## config.mk

```make
export PLATFORM = sky130hd
export DESIGN_NAME = pin_edge_irq
export DESIGN_NICKNAME = d
export VERILOG_FILES = /design/src/rtl/pin_edge_irq_pkg.sv /design/src/rtl/pin_edge_sync.sv /design/src/rtl/pin_edge_detect.sv /design/src/rtl/pin_edge_regs.sv /design/src/rtl/pin_edge_irq.sv
export SDC_FILE = /design/constraint.sdc
export NUM_CORES = 1
export LEC_CHECK = 0
export ABC_AREA = 1
export ABC_CLOCK_PERIOD_IN_PS = 1370
export CAP_MARGIN = 20
export CORE_MARGIN = 2
export CORE_UTILIZATION = 37
export CTS_CLUSTER_SIZE = 12
export DETAILED_ROUTE_END_ITERATION = 10
export DONT_BUFFER_PORTS = 1
export GPL_TIMING_DRIVEN = 0
export HOLD_SLACK_MARGIN = 0.05
export PLACE_DENSITY = 0.47
export SLEW_MARGIN = 15
export SYNTH_ARGS = -nofsm -noshare
export SYNTH_HDL_FRONTEND = slang
export SYNTH_SLANG_ARGS = --single-unit
```

## constraint.sdc

```tcl
create_clock -name clk -period 1.37 [get_ports clk]
set_input_delay 0.3425 -clock clk [delete_from_list [all_inputs] [get_ports clk]]
set_output_delay 0.3425 -clock clk [all_outputs]
set_load 0.02 [all_outputs]
```

## src/rtl/pin_edge_irq_pkg.sv

```systemverilog
`timescale 1ns/1ps
package pin_edge_irq_pkg;

  localparam int MODE_W = 2;

  // trigger code per pin; the encoding is visible to software
  typedef enum logic [MODE_W-1:0] {
    EDGE_OFF  = 2'b00,
    EDGE_RISE = 2'b01,
    EDGE_FALL = 2'b10,
    EDGE_ANY  = 2'b11
  } edge_mode_e;

endpackage

```

## src/rtl/pin_edge_sync.sv

```systemverilog
`timescale 1ns/1ps
// Multi-stage synchroniser for a vector of independent asynchronous bits.
module pin_edge_sync #(
  parameter int WIDTH  = 2,
  parameter int STAGES = 2
) (
  input  logic             clk,
  input  logic             rst_n,
  input  logic [WIDTH-1:0] d,
  output logic [WIDTH-1:0] q
);

  logic [WIDTH-1:0] stage_q [STAGES];
  logic [WIDTH-1:0] stage_d [STAGES];

  always_comb begin
    stage_d[0] = d;
    for (int s = 1; s < STAGES; s++) begin
      stage_d[s] = stage_q[s-1];
    end
  end

  always_ff @(posedge clk or negedge rst_n) begin
    if (!rst_n) begin
      for (int s = 0; s < STAGES; s++) begin
        stage_q[s] <= '0;
      end
    end else begin
      for (int s = 0; s < STAGES; s++) begin
        stage_q[s] <= stage_d[s];
      end
    end
  end

  assign q = stage_q[STAGES-1];

endmodule

```

## src/rtl/pin_edge_detect.sv

```systemverilog
`timescale 1ns/1ps
// One pin: remembers the last synchronised level and qualifies the
// transition against the pin's trigger code.
module pin_edge_detect
  import pin_edge_irq_pkg::*;
(
  input  logic       clk,
  input  logic       rst_n,
  input  logic       hist_ok,
  input  logic       lvl,
  input  edge_mode_e mode,
  output logic       hit
);

  logic prev_q;
  logic prev_d;
  logic rise;
  logic fall;

  // history always follows the level, whatever the mode
  assign prev_d = lvl;

  always_ff @(posedge clk or negedge rst_n) begin
    if (!rst_n) begin
      prev_q <= 1'b0;
    end else begin
      prev_q <= prev_d;
    end
  end

  assign rise = hist_ok & lvl & ~prev_q;
  assign fall = hist_ok & ~lvl & prev_q;

  always_comb begin
    case (mode)
      EDGE_RISE: hit = rise;
      EDGE_FALL: hit = fall;
      EDGE_ANY:  hit = rise | fall;
      default:   hit = 1'b0;
    endcase
  end

endmodule

```

## src/rtl/pin_edge_regs.sv

```systemverilog
`timescale 1ns/1ps
// Control word (trigger codes) and sticky request flags with read mux.
module pin_edge_regs #(
  parameter int NPIN   = 2,
  parameter int REG_W  = 16,
  parameter int CTRL_W = 2 * NPIN
) (
  input  logic              clk,
  input  logic              rst_n,
  input  logic              wr_en,
  input  logic              sel,
  input  logic [REG_W-1:0]  wr_data,
  input  logic [NPIN-1:0]   hit,
  output logic [CTRL_W-1:0] mode_q,
  output logic [NPIN-1:0]   flag_q,
  output logic [REG_W-1:0]  rd_data
);

  logic              ctrl_wr;
  logic              flag_wr;
  logic [CTRL_W-1:0] mode_d;
  logic [NPIN-1:0]   clr;
  logic [NPIN-1:0]   flag_d;

  assign ctrl_wr = wr_en & ~sel;
  assign flag_wr = wr_en & sel;

  always_comb begin
    mode_d = wr_data[CTRL_W-1:0];
    clr    = flag_wr ? wr_data[NPIN-1:0] : '0;
    // a fresh hit overrides a clear in the same cycle
    flag_d = (flag_q & ~clr) | hit;
  end

  always_ff @(posedge clk or negedge rst_n) begin
    if (!rst_n) begin
      mode_q <= '0;
    end else if (ctrl_wr) begin
      mode_q <= mode_d;
    end
  end

  always_ff @(posedge clk or negedge rst_n) begin
    if (!rst_n) begin
      flag_q <= '0;
    end else begin
      flag_q <= flag_d;
    end
  end

  always_comb begin
    rd_data = '0;
    if (sel) begin
      rd_data[NPIN-1:0] = flag_q;
    end else begin
      rd_data[CTRL_W-1:0] = mode_q;
    end
  end

  generate
    if (REG_W > CTRL_W) begin : g_spare
      logic unused_hi_bits;
      assign unused_hi_bits = ^wr_data[REG_W-1:CTRL_W];
    end
  endgenerate

endmodule

```

## src/rtl/pin_edge_irq.sv

```systemverilog
`timescale 1ns/1ps
module pin_edge_irq
  import pin_edge_irq_pkg::*;
#(
  parameter int NPIN        = 2,
  parameter int REG_W       = 16,
  parameter int SYNC_STAGES = 2
) (
  input  logic             clk,
  input  logic             rst_n,
  input  logic [NPIN-1:0]  pin_in,
  input  logic             reg_we,
  input  logic             reg_sel,
  input  logic [REG_W-1:0] reg_wdata,
  output logic [REG_W-1:0] reg_rdata,
  output logic [NPIN-1:0]  irq_req
);

  localparam int CTRL_W = NPIN * MODE_W;
  // edges after reset until the stored history holds real samples
  localparam int WARM_N = SYNC_STAGES + 1;
  localparam int WARM_W = $clog2(WARM_N + 1);

  logic [NPIN-1:0]   sync_lvl;
  logic [NPIN-1:0]   edge_hit;
  logic [CTRL_W-1:0] mode_q;
  logic [WARM_W-1:0] warm_q;
  logic [WARM_W-1:0] warm_d;
  logic              hist_ok;

  assign hist_ok = (warm_q == WARM_W'(WARM_N));
  assign warm_d  = warm_q + WARM_W'(1);

  always_ff @(posedge clk or negedge rst_n) begin
    if (!rst_n) begin
      warm_q <= '0;
    end else if (!hist_ok) begin
      warm_q <= warm_d;
    end
  end

  pin_edge_sync #(
    .WIDTH  (NPIN),
    .STAGES (SYNC_STAGES)
  ) u_sync (
    .clk   (clk),
    .rst_n (rst_n),
    .d     (pin_in),
    .q     (sync_lvl)
  );

  generate
    for (genvar g = 0; g < NPIN; g++) begin : g_pin
      pin_edge_detect u_det (
        .clk     (clk),
        .rst_n   (rst_n),
        .hist_ok (hist_ok),
        .lvl     (sync_lvl[g]),
        .mode    (edge_mode_e'(mode_q[MODE_W*g +: MODE_W])),
        .hit     (edge_hit[g])
      );
    end
  endgenerate

  pin_edge_regs #(
    .NPIN   (NPIN),
    .REG_W  (REG_W),
    .CTRL_W (CTRL_W)
  ) u_regs (
    .clk     (clk),
    .rst_n   (rst_n),
    .wr_en   (reg_we),
    .sel     (reg_sel),
    .wr_data (reg_wdata),
    .hit     (edge_hit),
    .mode_q  (mode_q),
    .flag_q  (irq_req),
    .rd_data (reg_rdata)
  );

endmodule

```

* Word level (Yosys, flattened, before mapping)
Cells that the tools add are included.
** Operators by class
- Multiplexer cells :: 5
- Add/sub/neg operators :: 1
- Eq/ne operators :: 7
- Bitwise gates (word level) :: 20
** Operators by type and width (count)
- $and A1 B1 Y1 :: 10
- $eq A2 B2 Y1 const B :: 5
- $mux W2 :: 3
- $pmux W1 S3 :: 2
- $not A1 Y1 :: 5
- $eq A2 B1 Y1 const B :: 2
- $add A2 B1 Y2 const B :: 1
- $and A2 B2 Y2 :: 1
- $not A2 Y2 :: 1
- $or A1 B1 Y1 :: 2
- $or A2 B2 Y2 :: 1
** Storage, ports and cells
- Bits of input ports :: 22
- Bits in registers :: 14
- Word-level logic and storage cells :: 40
- Output and inout port bits :: 18

* Depth between registers and ports, before layout
- Depth in word-level cells :: 6
- Gate-level depth with buffers :: 5
- Depth with buffers taken out :: 5

* Cells and area by module
Synthesis repeated with hierarchy kept, for this count alone.
** Unflattened totals
- Cells, all modules :: 83
- Area, all modules :: 689.4 um^2
** By module, submodules not included
- pin_edge_regs :: area each 379.1 um^2, cells each 51, times used 1
- pin_edge_detect :: area each 52.6 um^2, cells each 8, times used 2
- pin_edge_irq :: area each 105.1 um^2, cells each 12, times used 1
- pin_edge_sync :: area each 100.1 um^2, cells each 4, times used 1

* Worst setup path after synthesis
Ideal clock, no wire load.
- Path kind :: reg-to-output
- Start :: reg u_regs.flag_q[1]
- End :: out reg_rdata[1]
- Cell stages (with the launch flop) :: 3
- Arrival time :: 677 ps
- Slack :: 351 ps
- Path buffers :: 0
- Cells stage by stage :: dfrtp_1 nand2_1 nand2_1
** On the way
- Longest elaborated chain between the ends :: 1
** Ends and longest elaborated chain
- from (decl) :: line pin_edge_regs.sv:15 : output logic [NPIN-1:0] flag_q,
- from (signal assigned) :: line pin_edge_regs.sv:47 : flag_q <= flag_d;
- $mux W2 :: line pin_edge_regs.sv:53 : if (sel) begin
- to (decl) :: line pin_edge_irq.sv:15 : output logic [REG_W-1:0] reg_rdata,
No other way between the ends.

* Worst setup path in the final report
Same ends and word-level chain as after synthesis.

==> metrics.sh <==
LAUNCH_INSTANCE_OF_THE_WORST_REGISTER_TO_REGISTER_PATH='warm_q[0]$_DFFE_PN0P_'
DRT.ANTENNA.VIOLATING_NETS=0
SWITCHING_POWER_uW=251.5
MIN_PATH_CELLS=0
VIAS=453
POWER.CLOCK.FRACTION_PCT=32.3
HOLD_START='pin_in[1]'
NUMCTSBUFFERS=3
POWER_FRAC_COMB_PCT=15.7
POST_SYNTH.CELL_AREA_AVG_UM2=8.896
CRITICAL_PATH.STARTPOINT_TYPE='flop'
POSTSYNTHCELLCOUNT=73
WORST_HOLD_PATH_TYPE='primary input to flop'
ANTENNA_CELLS_INSERTED=0
WORSTSETUPENDPOINTTYPE='output port'
MOSTFREQUENTLAYOUTCELLS='sky130_fd_sc_hd__nand2_1 (19), sky130_fd_sc_hd__buf_4 (12), sky130_fd_sc_hd__conb_1 (12), sky130_fd_sc_hd__dfrtp_1 (12), sky130_fd_sc_hd__inv_1 (9)'
GRT_PASS1_VIAS=358
CRITICAL-PATH-SLOWEST-CELL='sky130_fd_sc_hd__dfrtp_2'
INTERNAL_POWER_uW=654.9
R2R_SLACK_NS=0.43
WORST_SLEW_PIN_SLEW_NS=0.6192
CLKTRANSATPATHREGS_NS=0.09
CRIT_FAMILY='flip-flops'
DIE_H_UM=45.90
HOLD-WORST-SLACK_NS=0.09123
CRITICAL_PATH.MAX_FANOUT=3
SETUP_VIOL=0
BUFFER_PORTS.INSERTED=0
SLEW-LIMIT-HEADROOM_PCT=58.58
FF2FF_PATH_DEPTH=3
YS_FF_LATCH=14
SYN2LAYOUT_AREA_GROWTH_PCT=18.30
OVERFLOW=0
MAXCLOCKFREQUENCY_MHz=765.5
DRT-INITIAL-DRC-COUNT=4
DIE-AREA_UM2=2106
PERIOD_MINUS_SLACK_NS=1.306
FLOORPLAN.IO_PINS=40
CRITICAL-PATH-TOP-CELL-BY-COUNT='sky130_fd_sc_hd__nand2_1'
ENDPOINT_OF_THE_WORST_REGISTER_TO_REGISTER_PATH='warm_q[1]$_DFFE_PN0P_'
GRTUSAGETOTAL_PCT=10.64
CTSROOTBUFFERMASTER='sky130_fd_sc_hd__clkbuf_4'
YOSYSWARNINGS=0
RSZ0062_AT_GRT='no'
DETAIL_ROUTE.DRC_VIOLATIONS=0
CRITPATHBUFINV=0
CRITICALPATHCATEGORY='flop to output port'
POWER_DENSITY_nW_PER_UM2=1180
FILLERS=184
SETUP_TOTAL_NEGATIVE_SLACK_NS=0
CRITPATHARRIVALTIME_NS=0.96
GP_ROUTABILITY_CONGESTION=0.7117
FP.COREAREA_UM2=1689
DETAIL_ROUTE.VIAS_PER_CELL=4.274
MAXCAPVIOLCOUNT=0
DIE_X_UM=45.90
CTS-ROOT-TO-SINK-BUFFERS=2
POST_ROUTE_CELLS_DRIVE_ABOVE_1_SHARE_PCT=25.84
POSTROUTEWIRELENGTH_UM=1017
FLOORPLAN.INITIALDENSITY_PCT=38.44
ANTENNA_VIOLATIONS_BEFORE_REPAIR=0
CP_CELL_SEQUENCE='nand2_1 -> nand2_1'
CLKLATENCYLATEPIN_NS=0.27
POST_DRT_WL_PER_CELL_UM=9.594
CRITICAL-PATH-MAX-STAGE-DELAY_NS=0.47
REPORT.FINAL.SLEW_VIOL_COUNT=0
SW_FRAC_OF_TOTAL_PCT=27.75
SYNTH.LIB_CELLS_USED.DISTINCT=13
STATUS='complete, no violations'
NUMPLACEDINSTANCES=101
PLACEMENT.CELL_AREA_UM2=711.9
CTS.SINKS=14
SYNTH.CELL_AREA_UM2=649.4
SKEW_NS=0.002871
ROW_COUNT=15
WHS_ENDPOINT='u_sync.stage_d[1]$_DFF_PN0_'
POWER.IR.VDD_WORST_uV=688.2
POST_CTS.REPAIR.SETUP_BUFFERS=0
MAXIMUM_NUMBER_OF_PINS_ON_ONE_NET_BEFORE_GLOBAL_ROUTE_REPAIR=15
FINAL_AREA_UM2=768.2
FIRST_PASS_ITERS=4
CTS_MAX_LEVEL=1
POST-DP-HPWL_UM=770.2
GRT_FIRST_PASS_WIRELENGTH_UM=1511
CP_DATA_REQUIRED_TIME_NS=1.03
LAYOUT.CELLS.MOST_COMMON='sky130_fd_sc_hd__nand2_1'
LAYOUT.CELLS.NON_FILLER=106
SEQ_POWER_SHARE_PCT=52.1
TIMING.FINAL.HOLD_VIOLATIONS=0
SEQ_AREA_FRAC_SYNTH_PCT=53.95
FIN_CRIT_SH_PCT=95.35
TRITONCTS='done'
NUM-NETS-FINAL=113
POWER.STATIC_LEAKAGE_nW=0.4280
[per-stage QoR]
stage | setup slack (ns) | power [mW] | utilization, %
global route | 0.02146 | 0.9581 | 45.48
global placement | 0.3092 | 0.6050 | 42.15
floorplan | 0.3508 | 0.5929 | -
CTS | 0.001883 | 0.9199 | 44.96
finish | 0.06366 | 0.9065 | 45.48
detailed placement | 0.2793 | 0.6087 | 42.15
[how the worst max path moves through the flow]
stage / from / endpoint / cells past startpoint
floorplan: u_regs.flag_q[1]$_DFF_PN0_ / reg_rdata[1] / 2
global route: u_regs.flag_q[1]$_DFF_PN0_ / reg_rdata[1] / 2
detailed placement: u_regs.flag_q[0]$_DFF_PN0_ / reg_rdata[0] / 2
CTS: u_regs.flag_q[1]$_DFF_PN0_ / reg_rdata[1] / 2
global placement: u_regs.flag_q[0]$_DFF_PN0_ / reg_rdata[0] / 2
finish: u_regs.flag_q[1]$_DFF_PN0_ / reg_rdata[1] / 2
[power groups by stage]
stage	registers [mW]	clock network, mW	logic (mW)
global route	0.477	0.323	0.158
detailed placement	0.480	0	0.129
finish	0.472	0.293	0.142
CTS	0.472	0.309	0.139
floorplan	0.473	0	0.120
global placement	0.479	0	0.126
[per-layer routing]
metal	vias to the layer above	routed length, um	global-route usage, %
met5	-	0	0
met4	0	14	6.857
met3	2	100	3.968
met2	20	464	15.56
met1	202	436	13.00
li1	229	-	-
[area by class of cell]
| type | count | area (um2) | area share [%] |
|---|---|---|---|
| flip-flops and latches | 14 | 352.8 | 45.93 |
| inverters | 10 | 37.54 | 4.886 |
| repair buffers | 1 | 10.01 | 1.303 |
| plain buffers | 12 | 90.09 | 11.73 |
| multi-input cells | 48 | 220.2 | 28.66 |
| well taps | 17 | 21.27 | 2.769 |
| clock buffers | 4 | 36.28 | 4.723 |
[kinds of logic (layout without fill, tap and decap cells)]
family / after synthesis / count (layout) / share of synthesized area [%]
simple gates: 27 / 27 / 17.15
buf+inv: 22 / 27 / 19.65
flops: 14 / 14 / 53.95
compound gates: 7 / 7 / 5.394
fa+ha+maj: 1 / 1 / 1.926
other cells: 1 / 12 / 0.5775
xor+xnor: 1 / 1 / 1.349
[synth_stat cells, drive strengths merged]
master / count / area share (%)
xnor2: 1 / 1.3
buf: 12 / 14
dfrtp: 14 / 54
nand2: 21 / 13
nor2: 4 / 2.3
o21ai: 5 / 3.9
inv: 10 / 5.8
ha: 1 / 1.9
nand3: 2 / 1.5
conb: 1 / 0.58
a21oi: 2 / 1.5
[flip-flops by register name, indices dropped and copies added, names as in the netlist]
signal              flops
g_pin.u_det.prev_q      2
u_regs.flag_q           2
u_sync.stage_d          2
u_sync.q                2
u_regs.mode_q           4
warm_q                  2
[what timing repair did]
action	CTS	global route
gates resized for setup	1	4
hold buffers	1	0
endpoints found under the setup margin	1	4
endpoints found under the hold margin	14	0
(Power assumes the default switching activity.)
